**src/rtl/rtc_ascii_pkg.sv**
```systemverilog
package rtc_ascii_pkg;

    localparam int          DATA_W      = 8;
    localparam int          FIELD_CNT   = 3;
    localparam int          SLOT_PER_F  = 3;
    localparam int          MSG_LEN     = FIELD_CNT * SLOT_PER_F;
    localparam int          IDX_W       = $clog2(MSG_LEN);
    localparam logic [7:0]  LINE_FEED   = 8'h0A;
    localparam logic [7:0]  DIGIT_BASE  = 8'h30;

    typedef struct packed {
        logic [7:0] hr;
        logic [7:0] mn;
        logic [7:0] sc;
    } clk_word_t;

    typedef enum logic [1:0] {
        TX_IDLE,
        TX_START,
        TX_DATA,
        TX_STOP
    } tx_state_t;

    typedef enum logic [1:0] {
        SQ_IDLE,
        SQ_ISSUE,
        SQ_WAIT
    } sq_state_t;

    // Clear bits that hold no time value
    function automatic clk_word_t strip_word(input clk_word_t w);
        clk_word_t r;
        r.sc = {1'b0, w.sc[6:0]};
        r.mn = {1'b0, w.mn[6:0]};
        r.hr = {2'b00, w.hr[5:0]};
        return r;
    endfunction

    function automatic logic [7:0] nib_to_char(input logic [3:0] n);
        return DIGIT_BASE + {4'h0, n};
    endfunction

    // Character for one message slot
    function automatic logic [7:0] slot_char(input clk_word_t w,
                                             input logic [IDX_W-1:0] idx);
        logic [7:0] fld;
        int         f;
        int         p;
        f = int'(idx) / SLOT_PER_F;
        p = int'(idx) % SLOT_PER_F;
        case (f)
            0:       fld = w.sc;
            1:       fld = w.mn;
            default: fld = w.hr;
        endcase
        case (p)
            0:       return LINE_FEED;
            1:       return nib_to_char(fld[7:4]);
            default: return nib_to_char(fld[3:0]);
        endcase
    endfunction

endpackage

```
**src/rtl/rtc_baud_gen.sv**
```systemverilog
module rtc_baud_gen #(
    parameter int DIV = 5208
) (
    input  logic clk,
    input  logic rst,
    input  logic run,
    output logic tick
);
    localparam int CW = $clog2(DIV + 1);
    localparam logic [CW-1:0] LAST = CW'(DIV - 1);

    logic [CW-1:0] cnt_q;

    assign tick = run && (cnt_q == LAST);

    always_ff @(posedge clk) begin
        if (rst || !run) begin
            cnt_q <= '0;
        end else if (cnt_q == LAST) begin
            cnt_q <= '0;
        end else begin
            cnt_q <= cnt_q + 1'b1;
        end
    end
endmodule

```
**src/rtl/rtc_uart_tx.sv**
```systemverilog
module rtc_uart_tx
    import rtc_ascii_pkg::*;
(
    input  logic              clk,
    input  logic              rst,
    input  logic              load,
    input  logic [DATA_W-1:0] data,
    input  logic              tick,
    output logic              run,
    output logic              done,
    output logic              line
);
    localparam int BW = $clog2(DATA_W);

    tx_state_t         st_q;
    logic [DATA_W-1:0] sh_q;
    logic [BW-1:0]     bit_q;
    logic              line_q;

    assign run  = (st_q != TX_IDLE);
    assign done = (st_q == TX_STOP) && tick;
    assign line = line_q;

    always_ff @(posedge clk) begin
        if (rst) begin
            st_q   <= TX_IDLE;
            sh_q   <= '0;
            bit_q  <= '0;
            line_q <= 1'b1;
        end else begin
            case (st_q)
                TX_IDLE: begin
                    line_q <= 1'b1;
                    if (load) begin
                        sh_q   <= data;
                        line_q <= 1'b0;
                        st_q   <= TX_START;
                    end
                end
                TX_START: begin
                    if (tick) begin
                        line_q <= sh_q[0];
                        sh_q   <= sh_q >> 1;
                        bit_q  <= '0;
                        st_q   <= TX_DATA;
                    end
                end
                TX_DATA: begin
                    if (tick) begin
                        if (bit_q == BW'(DATA_W - 1)) begin
                            line_q <= 1'b1;
                            st_q   <= TX_STOP;
                        end else begin
                            line_q <= sh_q[0];
                            sh_q   <= sh_q >> 1;
                            bit_q  <= bit_q + 1'b1;
                        end
                    end
                end
                default: begin
                    line_q <= 1'b1;
                    if (tick) begin
                        st_q <= TX_IDLE;
                    end
                end
            endcase
        end
    end
endmodule

```
**src/rtl/rtc_msg_seq.sv**
```systemverilog
module rtc_msg_seq
    import rtc_ascii_pkg::*;
(
    input  logic              clk,
    input  logic              rst,
    input  logic              start,
    input  logic [23:0]       time_in,
    input  logic              tx_done,
    output logic              tx_load,
    output logic [DATA_W-1:0] tx_data,
    output logic              busy
);
    sq_state_t        st_q;
    clk_word_t        hold_q;
    logic [IDX_W-1:0] idx_q;

    assign busy    = (st_q != SQ_IDLE);
    assign tx_load = (st_q == SQ_ISSUE);
    assign tx_data = slot_char(hold_q, idx_q);

    always_ff @(posedge clk) begin
        if (rst) begin
            st_q   <= SQ_IDLE;
            hold_q <= '0;
            idx_q  <= '0;
        end else begin
            case (st_q)
                SQ_IDLE: begin
                    if (start) begin
                        hold_q <= strip_word(clk_word_t'(time_in));
                        idx_q  <= '0;
                        st_q   <= SQ_ISSUE;
                    end
                end
                SQ_ISSUE: begin
                    st_q <= SQ_WAIT;
                end
                default: begin
                    if (tx_done) begin
                        if (idx_q == IDX_W'(MSG_LEN - 1)) begin
                            st_q <= SQ_IDLE;
                        end else begin
                            idx_q <= idx_q + 1'b1;
                            st_q  <= SQ_ISSUE;
                        end
                    end
                end
            endcase
        end
    end
endmodule

```
**src/rtl/rtc_ascii_uart.sv**
```systemverilog
module rtc_ascii_uart
    import rtc_ascii_pkg::*;
#(
    parameter int CLK_HZ = 50_000_000,
    parameter int BAUD   = 9600
) (
    input  logic        clk,
    input  logic        rst,
    input  logic [23:0] time_in,
    input  logic        start,
    output logic        tx_line,
    output logic        busy
);
    localparam int DIV = (CLK_HZ + BAUD / 2) / BAUD;

    logic              baud_tick;
    logic              tx_run;
    logic              tx_done;
    logic              tx_load;
    logic [DATA_W-1:0] tx_data;

    rtc_msg_seq u_seq (
        .clk     (clk),
        .rst     (rst),
        .start   (start),
        .time_in (time_in),
        .tx_done (tx_done),
        .tx_load (tx_load),
        .tx_data (tx_data),
        .busy    (busy)
    );

    rtc_baud_gen #(.DIV(DIV)) u_baud (
        .clk  (clk),
        .rst  (rst),
        .run  (tx_run),
        .tick (baud_tick)
    );

    rtc_uart_tx u_tx (
        .clk  (clk),
        .rst  (rst),
        .load (tx_load),
        .data (tx_data),
        .tick (baud_tick),
        .run  (tx_run),
        .done (tx_done),
        .line (tx_line)
    );
endmodule

```
**config.mk**
```make
export PLATFORM = sky130hd
export DESIGN_NAME = rtc_ascii_uart
export DESIGN_NICKNAME = d
export VERILOG_FILES = /design/src/rtl/rtc_ascii_pkg.sv /design/src/rtl/rtc_baud_gen.sv /design/src/rtl/rtc_uart_tx.sv /design/src/rtl/rtc_msg_seq.sv /design/src/rtl/rtc_ascii_uart.sv
export SDC_FILE = /design/constraint.sdc
export NUM_CORES = 1
export LEC_CHECK = 0
export BUFFER_PORTS_ARGS = -buffer_cell sky130_fd_sc_hd__buf_2
export CAP_MARGIN = 20
export CORE_ASPECT_RATIO = 1.4
export CORE_MARGIN = 5
export CORE_UTILIZATION = 55
export DETAILED_ROUTE_END_ITERATION = 16
export PLACE_DENSITY = 0.75
export SKIP_LAST_GASP = 1
export SLEW_MARGIN = 10
export SYNTH_ARGS = -nofsm -noshare
export SYNTH_HDL_FRONTEND = slang
export SYNTH_HIERARCHICAL = 1
export SYNTH_SLANG_ARGS = --single-unit
export TNS_END_PERCENT = 20
```
**constraint.sdc**
```tcl
create_clock -name clk -period 3.9 [get_ports clk]
set_input_delay 0 -clock clk [delete_from_list [all_inputs] [get_ports clk]]
set_output_delay 0 -clock clk [all_outputs]
set_load 0.01 [all_outputs]
```
; ---- Word-level counts from Yosys, hierarchy flattened
; Cells that the tools add are included.
[op_classes]
addsub = 5
n_reduce_logical = 23
bitwise_logic = 1
div_mod_pow = 2
muxes = 30
n_eq_ne = 16
[op_table]
columns = operator, count
row1 = "equality test 32 x 1 -> 1 bit, second input constant", 2
row2 = logical NOT 32 bit, 2
row3 = "divider 5 x 3 -> 32 bit, second input constant", 1
row4 = "modulo 5 x 3 -> 32 bit, second input constant", 1
row5 = two-way mux 8 bit, 4
row6 = one-hot mux 8 bit (3 select lines), 1
row7 = one-hot mux 8 bit (2 select lines), 1
row8 = two-way mux 2 bit, 7
row9 = one-hot mux 7 bit (2 select lines), 1
row10 = "adder 13 x 1 -> 13 bit, second input constant", 1
row11 = "equality test 13 bit, second input constant", 1
row12 = two-way mux 4 bit, 3
row13 = AND reduction 5 bit, 2
row14 = nonzero test 2 bit, 5
row15 = two-way mux 3 bit, 3
row16 = "!= test 2 bit, second input constant", 4
row17 = one-hot mux 4 bit (2 select lines), 1
row18 = AND reduction 4 bit, 2
row19 = "adder 6 x 3 -> 7 bit, first input constant", 1
row20 = "adder 6 x 4 -> 7 bit, first input constant", 1
row21 = "!= test 2 x 1 -> 1 bit, second input constant", 3
row22 = one-hot mux 2 bit (3 select lines), 1
row23 = one-hot mux 3 bit (2 select lines), 1
row24 = AND reduction 2 bit, 3
row25 = 16 further kinds, 25
[totals]
ff_bits = 53
out_inout_bits = 2
inputBits = 27

; ---- Depth between registers and ports, before layout
; Gate-level depths: netlist of run 1.
[logic_depth]
depth_word = 7
depth_mapped = 19
ltp_nobuf = 15

; ---- Cells and area by module
; The synthesis of run 1 kept the hierarchy.
[modules_own_cells]
columns = mod, instances, area_each_um2, cells_per_inst
row1 = rtc_msg_seq, 1, 1621.6, 221
row2 = rtc_uart_tx, 1, 918.4, 97
row3 = rtc_baud_gen, 1, 728.2, 73

; ---- Least setup slack after synthesis of run 1
; Ideal clock, no wire load.
[synth_path]
path_kind = register -> register
start = register u_seq.idx_q[3]
end = register u_tx.sh_q[1]
slack_ns = 0.570
period_less_slack_ns = 3.330
setup_ns = 0.121
path_stages_with_launch = 18
t_required_ns = 3.779
arrival_time_ns = 3.210
path_cell_list = dfxtp_1 clkbuf_1 nor2_1 ha_1 buf_6 a211o_1 o21ai_0 xnor2_1 inv_1 ha_1 o21ba_1 buf_6 and2_4 o221a_4 o32a_1 mux2i_1 nor2_1 mux2_2
[synth_between]
elab_chain_len = 7
elab_cells_between_ends = 12
classes_between = add/sub (2) / div (2) / eq/ne (2) / mux (4) / reduce/logical (2)
[synth_lines]
columns = item, line_no
row1 = "start, declared", rtc_msg_seq.sv:15  ; logic [IDX_W-1:0] idx_q;
row2 = "start signal, assigned", rtc_msg_seq.sv:43  ; idx_q <= idx_q + 1'b1;
row3 = divider 5 x 3 -> 32 bit, rtc_ascii_pkg.sv:49  ; f = int'(idx) / SLOT_PER_F;
row4 = equality test 32 x 1 -> 1 bit / logical NOT 32 bit (equally long branches), rtc_ascii_pkg.sv:51  ; case (f)
row5 = one-hot mux 7 bit (2 select lines), rtc_ascii_pkg.sv:51
row6 = adder 6 x 4 -> 7 bit / adder 6 x 3 -> 7 bit (equally long branches), rtc_ascii_pkg.sv:40  ; return DIGIT_BASE + {4'h0, n};
row7 = one-hot mux 8 bit (2 select lines) (*), rtc_ascii_pkg.sv:56  ; case (p)
row8 = named net tx_data[1], rtc_ascii_uart.sv:20  ; logic [DATA_W-1:0] tx_data;
row9 = two-way mux 8 bit (*), rtc_uart_tx.sv:34  ; if (load) begin
row10 = one-hot mux 8 bit (3 select lines) (*), rtc_uart_tx.sv:31  ; case (st_q)
row11 = "end signal, assigned", rtc_uart_tx.sv:35  ; sh_q <= data;
row12 = "end signal, assigned", rtc_uart_tx.sv:43  ; sh_q <= sh_q >> 1;
row13 = "end signal, assigned", rtc_uart_tx.sv:55  ; sh_q <= sh_q >> 1;
row14 = "end, declared", rtc_uart_tx.sv:16  ; logic [DATA_W-1:0] sh_q;
; The timed path passes the listed nets; every way through them passes the cells marked *. The select of a mux whose other input is x is not followed.
; A chain may end at the register's enable or synchronous reset.

; ---- Worst setup path after layout of run 1
[layout_path]
start = register u_seq.idx_q[2]
end = register u_tx.sh_q[1]
; Same word-level chain as after synthesis.

==> reports/qor.yml, run 1 <==
clocking:
  cts_sinks: 53
  cts_setup_buffers: 0
  cts_tree: "built"
  ctsResizeCount: 0
  cts_root_buf: "clkbuf_8"
  htree_levels: 2
  path_clk_slew_ns: 0.10
  insertion_delay_ns: 0.31
  clockBufferDepth: 2
  cts_buffers: 5
die:
  placementRows: 33
  die_w_um: 75.2
  io_pins: 29
  die_y_um: 101
  start_util_pct: 56.1
  dieArea_sq_um: 7610
  core_sq_um: 5820
global_routing:
  grt_use_total_pct: 19.6
  antenna_found_initial: 0
  grt_pass1_wl_mm: 12.0
  grt_use_met2_pct: 36.7
  grt_pass1_vias: 2737
  grt-ovfl-total: 0
  busiest_layer: "met2"
  use_met1_pct: 21.8
  grt_util_met3_pct: 3.57
  grt_max_degree: 52
worst_setup_path:
  cp.required_ns: 4.10
  critPathArrivalTime_ns: 3.74
  crit_fanout: 10
  cp_cell_sequence: "inv_1 -> nor2_1 -> ha_1 -> a211o_1 -> o21ai_0 -> xnor2_1 -> inv_1 -> ha_1 -> o21ba_1 -> nand2_1 -> mux2i_1 -> o32a_1 -> mux2i_1 -> nor2_1 -> mux2_2"
  crit_path_end_kind: "register"
  slowest_stage: "o21ba_1"
  max_stage_delay_ns: 0.40
  start_kind: "register"
  path_class: "reg2reg"
yosys:
  yosysUniqueCellTypes: 63
  ys.warnings.count: 6
  yosysSeqAreaShare_pct: 32.5
  synth_top_cell_by_area: "dfxtp_1"
  synth.area.top_cells: "dfxtp_1 (32%), nand2_1 (6.3%), ha_1 (5.7%)"
  syn-instance-count: 391
  synth-edff-count: 0
  async_reset_ff_share_pct: 0
  syn_avg_cell_area_sq_um: 8.36
  synth-seq-cells: 53
  syn_area_sq_um: 3270
  yosysTopAreaCellShare_pct: 32.5
  ys.flop_type: "dfxtp_1"
placement:
  dp_slack_ns: 0.463
  routabilityCongestion: 0.833
  dp_cells: 467
  place_area_sq_um: 3380
  io_buffers: 24
  post-dp-hpwl_mm: 4.82
routing:
  wl_per_cell_um: 14.0
  vias: 2826
  antenna_left: 0
  vias_per_cell: 5.70
  drc: 0
  dr.pass1.iters: 4
  drt_wl_total_mm: 6.96
  drt_iter0_drc: 103
cells_and_area:
  layout_commonest_cell: "nand2_1"
  drive_gt1_share_pct: 17.4
  layout_common_cells: "nand2_1 (55), dfxtp_1 (53), a21oi_1 (30), nor2_1 (26), buf_2 (24)"
  diodes: 0
  nets: 467
  instances_no_fill: 496
  syn_to_final_growth_pct: 12.7
  final_area_sq_um: 3680
power:
  power_leakage_uw: 0.00143
  p_per_area_nw_per_um2: 376
  peakVddDrop_mv: 0.210
timing:
  hold_viol_final: 0
  worstMarginPinSlew_ns: 0.873
  setup_violations: 0
  period_minus_slack_ns: 3.54
  rsz0062_at_grt: "no"
  report.final.slew_viol_count: 0
  setup_tns_ns: 0
  setup_ws_ns: 0.356
  fmaxAchievable_mhz: 282
  fin_worst_skew_ns: 0.00742
  fin_crit_sh_pct: 90.9
  relSlewSlack_pct: 41.8
hold_path:
  hp-class: "in2reg"
flow_run:
  cap_violations: 0
outcome:
  outcome: "completed"
==> worst max-delay path: cells and delay by family (launching register included) <==
| family | cells | cell delay (ns) |
|---|---|---|
| compound gates | 4 | 1.09 |
| xor+xnor | 1 | 0.30 |
| fa+ha+maj | 2 | 0.57 |
| buf+inv | 2 | 0.17 |
| flops | 1 | 0.35 |
| mux | 3 | 0.60 |
| simple gates | 3 | 0.34 |
==> report_power, final <==
group | internal, uW | switching, uW
sequential | 592 | 35.7
clock | 128 | 188
combinational | 218 | 224
total | 938 | 447
==> cell families after synthesis <==
group                      count (synthesis)  synth area share [%]
adders and majority gates                 15                  5.74
DFF                                       53                  32.5
buffers and inverters                     36                  5.47
and+or+nand+nor                          175                  29.5
muxes                                     20                  7.12
xor gates and xnor gates                   8                  2.14
other                                      1                 0.115
AOI/OAI and AO/OA                         83                  17.5
==> cell type report <==
cell class / instances / area, sq um
inverters: 12 / 45.0
multi-input cells: 303 / 2030
clock buffers: 5 / 68.8
flip-flops and latches: 53 / 1060
well taps: 70 / 87.6
repair buffers: 50 / 369
clock inverters: 3 / 21.3
fillers: 487 / 2140
==> repair_timing <==
item,4_1_cts,5_1_grt
endpoints found under the hold margin,20,0
hold buffers,20,0
endpoints found under the setup margin,0,0
==> sequential cells by signal (all words and copies together), names as in the netlist <==
signal / cells
u_tx/sh_q: 8
u_tx/st_q: 2
u_seq/idx_q: 4
u_seq/hold_q: 20
u_tx/line: 1
u_baud/cnt_q: 13
u_tx/bit_q: 3
u_seq/st_q: 2
==> routing by layer <==
| metal | routed length [um] | part of all wire [%] |
|---|---|---|
| met1 | 2920 | 42 |
| met2 | 3720 | 53 |
| met3 | 206 | 3.0 |
| met4 | 104 | 1.5 |
| met5 | 0 | 0 |
==> Yosys cell counts (3+ instances only) <==
library cell   n
nor3_1         5
nand2b_1       7
buf_6          4
clkbuf_1      13
a211oi_2       6
ha_1          15
and2_1         6
and3_1         5
or2_2          4
a31o_2         3
mux2i_1       12
nor4_1         5
buf_4          3
dfxtp_1       53
or3_1          3
mux2_4         6
a31oi_1        5
o32ai_1        4
nor2b_1       13
xnor2_1        6
a21oi_1       30
nor3_2         4
nor3b_1        5
o21ai_0       18
nor2_1        26
inv_1         12
nand3_1       15
nand2_1       55
==> final timing paths <==
check                                 from                             to  slack [ns]  cells past startpoint
max            u_seq/idx_q[2]$_SDFFE_PP0P_      u_tx/sh_q[1]$_SDFFE_PP0P_        0.36                     15
min                                  start     u_seq/st_q[0]$_SDFFE_PP0P_        0.05                      3
max reg2reg    u_seq/idx_q[2]$_SDFFE_PP0P_      u_tx/sh_q[1]$_SDFFE_PP0P_        0.36                     15
min reg2reg  u_seq/hold_q[12]$_SDFFE_PP0P_  u_seq/hold_q[12]$_SDFFE_PP0P_        0.46                      2
==> metrics by stage <==
stage | power [uW] | hold slack (ns) | utilization (%)
after floorplan | 998 | 0.136 | -
after global placement | 1050 | 0.240 | 58.1
after detailed placement | 1060 | 0.248 | 58.1
after CTS | 1400 | 0.0348 | 63.1
after global routing | 1470 | 0.0331 | 63.3
final | 1390 | 0.0529 | 63.3
Note: power is estimated with default switching activity, not from simulation.
==> inputs of run 2 (changes only) <==
- PLACE_DENSITY: 0.75 -> 0.78
==> run 2 against run 1 <==
Non-clock buffer count down 3. Register-to-register slack worse by 0.03 ns. Sequential power barely moved. Highest routed layer unchanged.
==> reports/qor.yml, run 2 (synthesized netlist as in run 1, its figures left out) <==
outcome:
  outcome: "completed"
worst_setup_path:
  crit_fanout: 10  # unchanged
  start_kind: "register"
  crit_path_end_kind: "register"
  critPathTopFamily: "compound AO/OA/AOI/OAI gates"
  timing.rr.end: "u_tx/sh_q[1]$_SDFFE_PP0P_"
  path_class: "reg2reg"
  critPathBufInv: 2  # unchanged
  cp_cell_sequence: "inv_1 -> ha_1 -> a211o_1 -> o21ai_0 -> xnor2_1 -> inv_1 -> ha_1 -> o21ba_1 -> nand2_1 -> mux2i_1 -> o32a_1 -> mux2i_1 -> nor2_1 -> mux2_2"
  cp.required_ns: 4.10  # about the same
  rr_worst_depth: 14  # -1
  max_stage_delay_ns: 0.50  # +0.10 ns
  critPathArrivalTime_ns: 3.78  # +0.04 ns
  slowest_stage: "dfxtp_1"
  rrSetupSlack_ns: 0.33  # -0.03 ns
  r2r_start: "u_seq/idx_q[0]$_SDFFE_PP0P_"
placement:
  dp_slack_ns: 0.317  # -0.146 ns
  post-dp-hpwl_mm: 4.76  # -1.4%
  routabilityCongestion: 0.834  # +0.17%
  io_buffers: 24  # unchanged
timing:
  relSlewSlack_pct: 41.0  # -0.79 points
  setup_ws_ns: 0.325  # -0.0302 ns
  setup_violations: 0  # unchanged
  worstMarginPinSlew_ns: 0.882  # +0.00813 ns
  fin_crit_sh_pct: 91.7  # +0.77 points
  period_minus_slack_ns: 3.57  # +0.0302 ns
  rsz0062_at_grt: "no"
  fin_worst_skew_ns: 0.00518  # -0.00224 ns
  hold_viol_final: 0  # unchanged
  fmaxAchievable_mhz: 280  # -0.85%
  report.final.slew_viol_count: 0  # unchanged
  setup_tns_ns: 0  # unchanged
power:
  p_per_area_nw_per_um2: 378  # +0.47%
  seqPwrFrac_pct: 45.4  # about the same
  clockPowerShare_pct: 22.7  # about the same
  p_comb_share_pct: 31.8  # about the same
  peakVddDrop_mv: 0.207  # -1.4%
  swShare_pct: 32.2  # -0.098 points
  p_int_uw: 937  # about the same
  p_sw_uw: 445  # -0.48%
  power_leakage_uw: 0.00141  # -1.3%
cells_and_area:
  syn_to_final_growth_pct: 12.0
  layout_commonest_cell: "nand2_1"
  layout_common_cells: "nand2_1 (55), dfxtp_1 (53), a21oi_1 (30), nor2_1 (26), buf_2 (24)"
  largest_reg_flops: 20  # unchanged
  drive_gt1_share_pct: 16.8  # -0.59 points
  final_core_util_pct: 62.9  # -0.41 points
  regArea_sq_um: 1060  # unchanged
  top_register: "u_seq/hold_q"
  nets: 464  # -0.64%
  largest_registers: "u_seq/hold_q: 20 flops, u_baud/cnt_q: 13 flops, u_tx/sh_q: 8 flops"
  fillers: 491  # +0.82%
  multi_input_area_sq_um: 2030  # +0.12%
  diodes: 0  # unchanged
global_routing:
  grt_use_total_pct: 18.9  # -0.72 points
  grt_max_degree: 52  # unchanged
  antenna_found_initial: 0  # unchanged
  grt-ovfl-total: 0  # unchanged
  grt_pass1_wl_mm: 11.6  # -3.4%
  grt_pass1_vias: 2731  # -0.22%
hold_path:
  hold_path_end: "u_seq/st_q[0]$_SDFFE_PP0P_"
  worstHoldStart: "start"
  worstHoldPathCells: 3  # unchanged
  hp-class: "in2reg"
routing:
  drt_wl_total_mm: 6.75  # -2.9%
  dr.pass1.iters: 4  # unchanged
  wl_per_cell_um: 13.7  # -2.3%
  drc: 0  # unchanged
  vias_per_cell: 5.65  # -0.89%
  antenna_left: 0  # unchanged
  drt_iter0_drc: 94  # -8.7%
  vias: 2784  # -1.5%
die:
  dieArea_sq_um: 7610  # unchanged
  placementRows: 33  # unchanged
  core_sq_um: 5820  # unchanged
  start_util_pct: 56.1  # unchanged
  io_pins: 29  # unchanged
  die_y_um: 101  # unchanged
  die_w_um: 75.2  # unchanged
clocking:
  cts_root_buf: "clkbuf_8"
  cts_buffers: 5  # unchanged
  clockBufferDepth: 2  # unchanged
  insertion_delay_ns: 0.30  # about the same
  path_clk_slew_ns: 0.10  # about the same
  htree_levels: 2  # unchanged
  cts_tree: "built"
  cts_sinks: 53  # unchanged
flow_run:
  cap_violations: 0  # unchanged
[run 2: how the worst max path moves through the flow]
stage / cells after the start / to / from
CTS: 14 / u_tx/sh_q[1]$_SDFFE_PP0P_ / u_seq/idx_q[3]$_SDFFE_PP0P_
global route: 14 / u_tx/sh_q[1]$_SDFFE_PP0P_ / u_seq/idx_q[3]$_SDFFE_PP0P_
finish: 14 / u_tx/sh_q[1]$_SDFFE_PP0P_ / u_seq/idx_q[0]$_SDFFE_PP0P_
detailed placement: 14 / u_tx/sh_q[1]$_SDFFE_PP0P_ / u_seq/idx_q[3]$_SDFFE_PP0P_
floorplan: 17 / u_tx/sh_q[1]$_SDFFE_PP0P_ / u_seq/idx_q[3]$_SDFFE_PP0P_
global placement: 14 / u_tx/sh_q[1]$_SDFFE_PP0P_ / u_seq/idx_q[3]$_SDFFE_PP0P_
[run 2: power groups by stage]
stage                     Combinational [uW]  Sequential (uW)  Clock [uW]
after floorplan                          366              632           0
after global placement                   410              638           0
after detailed placement                 424              641           0
after CTS                                441              629         325
after global routing                     488              636         342
final                                    440              628         314
[run 2: cell type report]
type	count	area share [%]
clock buffers	6	1.98
multi-input cells	303	55.6
clock inverters	2	0.376
repair buffers	47	9.47
well taps	70	2.39
inverters	12	1.23
flip-flops and latches	53	29.0
[run 2: through the flow]
step	instance area, sq um	instances	power, uW	hold WS, ns
floorplan	3270	392	998	0.136
global placement	3360	464	1050	0.240
detailed placement	3360	464	1060	0.246
CTS	3650	492	1390	0.0305
global route	3660	493	1470	0.0749
finish	3660	493	1380	0.0443
[run 2: tightest hold or removal path, stage by stage]
cell and delay, ns:
buf_2 0.11, a21oi_1 0.13, a2111oi_0 0.06
[run 2: repair_timing]
item | in CTS | in global routing
hold endpoints to repair | 20 | 0
hold buffers | 20 | 0
setup buffers | 0 | 0
resized for setup | 0 | 1
endpoints found under the setup margin | 0 | 1
[run 2: per-layer routing]
layer | GRT usage (%) | vias up | share of wire, %
li1 | - | 1442 | -
met5 | 0 | - | 0
met1 | 21.4 | 1305 | 43
met3 | 2.58 | 7 | 2.1
met4 | 5.79 | 0 | 1.4
met2 | 35.4 | 30 | 54
==> inputs of run 3 (changes only) <==
- CORE_ASPECT_RATIO: 1.4 -> 0.75
- SETUP_SLACK_MARGIN: default -> 0.15
==> run 3 against run 2 <==
Core utilization grew 0.98 points. Combinational power grew 2%. Final area grew 1.1%. Final cell count grew 2.0%. First-iteration DRC count grew 17%. Clock power grew 9.2%. Worst setup slack gained 0.15 ns. Register-to-register slack gained 0.15 ns. Count of clock-buffer cells in the layout is the same. Critical path depth is the same. Die area is essentially flat. Critical endpoint unchanged.
==> reports/qor.yml, run 3 (synthesized netlist as in run 1, its figures left out) <==
global_routing:
  grt_max_degree: 52  # unchanged
  grt_use_total_pct: 19.3  # +0.43 points
  grt-ovfl-total: 0  # unchanged
  antenna_found_initial: 0  # unchanged
  grt_pass1_vias: 2635  # -3.5%
  grt_pass1_wl_mm: 12.3  # +6.3%
timing:
  whs_ns: 0.0664  # +0.0221 ns
  rsz0062_at_grt: "no"
  setup_violations: 0  # unchanged
  fmaxAchievable_mhz: 292  # +4.4%
  period_minus_slack_ns: 3.42  # -0.151 ns
  fin_crit_sh_pct: 87.8  # -3.9 points
  relSlewSlack_pct: 39.9  # -1.1 points
  hold_viol_final: 0  # unchanged
  setup_ws_ns: 0.477  # +0.151 ns
  worstMarginPinSlew_ns: 0.898  # +0.0169 ns
  fin_worst_skew_ns: 0.00805  # +0.00287 ns
  report.final.slew_viol_count: 0  # unchanged
  setup_tns_ns: 0  # unchanged
worst_setup_path:
  cp_cell_sequence: "nor2_1 -> ha_2 -> a211o_1 -> o21ai_0 -> xnor2_1 -> inv_1 -> ha_1 -> o21ba_1 -> nand2_1 -> mux2i_1 -> o32a_1 -> mux2i_1 -> nor2_1 -> mux2_2"
  slowest_stage: "dfxtp_2"
  r2r_start: "u_seq/idx_q[3]$_SDFFE_PP0P_"
  timing.rr.end: "u_tx/sh_q[1]$_SDFFE_PP0P_"
  start_kind: "register"
  crit_path_end_kind: "register"
  critPathBufInv: 1  # -1
  crit_fanout: 15  # +5
  cp.required_ns: 4.11  # about the same
  critPathLaunch: "u_seq/idx_q[3]$_SDFFE_PP0P_"
  critPathArrivalTime_ns: 3.63  # -0.15 ns
  max_stage_delay_ns: 0.48  # -0.02 ns
  path_class: "reg2reg"
  rr_worst_depth: 14  # unchanged
  critPathCapture: "u_tx/sh_q[1]$_SDFFE_PP0P_"
  critPathTopFamily: "compound AO/OA/AOI/OAI gates"
  path_depth: 14  # unchanged
  rrSetupSlack_ns: 0.48  # +0.15 ns
cells_and_area:
  layout_commonest_cell: "nand2_1"
  largest_registers: "u_seq/hold_q: 20 flops, u_baud/cnt_q: 13 flops, u_tx/sh_q: 8 flops"
  syn_to_final_growth_pct: 13.2
  drive_gt1_share_pct: 17.6  # +0.86 points
  largest_reg_flops: 20  # unchanged
  diodes: 0  # unchanged
  final_area_sq_um: 3700  # +1.1%
  fillers: 492  # +0.20%
  final_core_util_pct: 63.9  # +0.98 points
  top_register: "u_seq/hold_q"
  layout_common_cells: "nand2_1 (55), dfxtp_1 (52), a21oi_1 (30), nor2_1 (26), buf_2 (24)"
  nets: 466  # +0.43%
placement:
  routabilityCongestion: 0.861  # +3.3%
  io_buffers: 24  # unchanged
  dp_slack_ns: 0.291  # -0.0255 ns
  place_area_sq_um: 3390  # +0.74%
  post-dp-hpwl_mm: 4.87  # +2.5%
clocking:
  clockBufferDepth: 2  # unchanged
  cts_sinks: 53  # unchanged
  cts_tree: "built"
  htree_levels: 2  # unchanged
  cts_root_buf: "clkbuf_8"
  path_clk_slew_ns: 0.10  # about the same
  insertion_delay_ns: 0.31  # about the same
  cts_buffers: 5  # unchanged
  cts_setup_buffers: 0  # unchanged
die:
  die_y_um: 76.8  # -24%
  io_pins: 29  # unchanged
  placementRows: 24  # -27%
  dieArea_sq_um: 7600  # about the same
  start_util_pct: 56.4  # +0.25 points
  core_sq_um: 5800  # -0.45%
  die_w_um: 99.0  # +32%
routing:
  met1Wirelength_mm: 3.48  # +21%
  vias_per_cell: 5.70  # +0.97%
  drt_wl_total_mm: 7.19  # +6.5%
  vias: 2868  # +3.0%
  wl_met3_um: 369  # +160%
  drc: 0  # unchanged
  antenna_left: 0  # unchanged
  top_layer: "met4"
  dr.pass1.iters: 4  # unchanged
  wl_met2_mm: 3.24  # -11%
  wl_per_cell_um: 14.3  # +4.4%
  drt_iter0_drc: 110  # +17%
power:
  peakVddDrop_mv: 0.210  # +1.7%
  power_leakage_uw: 0.00143  # +1.2%
  p_per_area_nw_per_um2: 383  # +1.5%
hold_path:
  hp-class: "in2reg"
  worstHoldPathCells: 3  # unchanged
flow_run:
  cap_violations: 0  # unchanged
outcome:
  outcome: "completed"
==> run 3: changes by cell type in the layout (fill, tap and decap cells not counted), sizes merged <==
cell and change:
buf +2
==> run 3: what timing repair did <==
action / in CTS / in global routing
gates resized for setup: 0 / 2
setup endpoints to repair: 0 / 6
endpoints found under the hold margin: 20 / 0
hold buffers: 20 / 0
==> run 3: area by class of cell <==
class	count	area (sq um)	area share, %
multi-input combinational	303	2030	55.0
clock inverter	2	17.5	0.473
clock buffer	6	82.6	2.23
sequential	53	1060	28.7
inverter	12	45.0	1.22
tap	78	97.6	2.64
timing repair buffer	49	362	9.77
==> run 3: worst min-delay path by stage <==
stage                     start                       endpoint
detailed placement   time_in[8]   u_seq/hold_q[8]$_SDFFE_PP0P_
floorplan           time_in[17]  u_seq/hold_q[17]$_SDFFE_PP0P_
global placement     time_in[6]   u_seq/hold_q[6]$_SDFFE_PP0P_
global route              start     u_seq/st_q[0]$_SDFFE_PP0P_
CTS                       start     u_seq/st_q[0]$_SDFFE_PP0P_
finish                    start     u_seq/st_q[0]$_SDFFE_PP0P_
==> run 3: metrics by stage <==
step           total power (uW)  std cells
2_1_floorplan               998        392
3_3_place_gp               1050        474
3_5_place_dp               1070        474
4_1_cts                    1420        502
5_1_grt                    1500        503
6_report                   1420        503
==> run 3: worst reg2reg max path: stages (launching register included) <==
cell and delay (ns):
dfxtp_2 0.48, nor2_1 0.09, ha_2 0.24, a211o_1 0.36, o21ai_0 0.12, xnor2_1 0.22
inv_1 0.08, ha_1 0.24, o21ba_1 0.40, nand2_1 0.18, mux2i_1 0.16, o32a_1 0.29
mux2i_1 0.13, nor2_1 0.05, mux2_2 0.28
==> run 3: power by group <==
part,switching (uW),internal (uW)
logic,231,218
registers,34.0,592
clock network,196,148
total,461,958
==> run 3: layer usage <==
metal  vias up  GRT usage, %
met4         0          4.50
met5         -             0
met2        81          29.7
met1      1325          27.7
li1       1448             -
met3        14          3.81
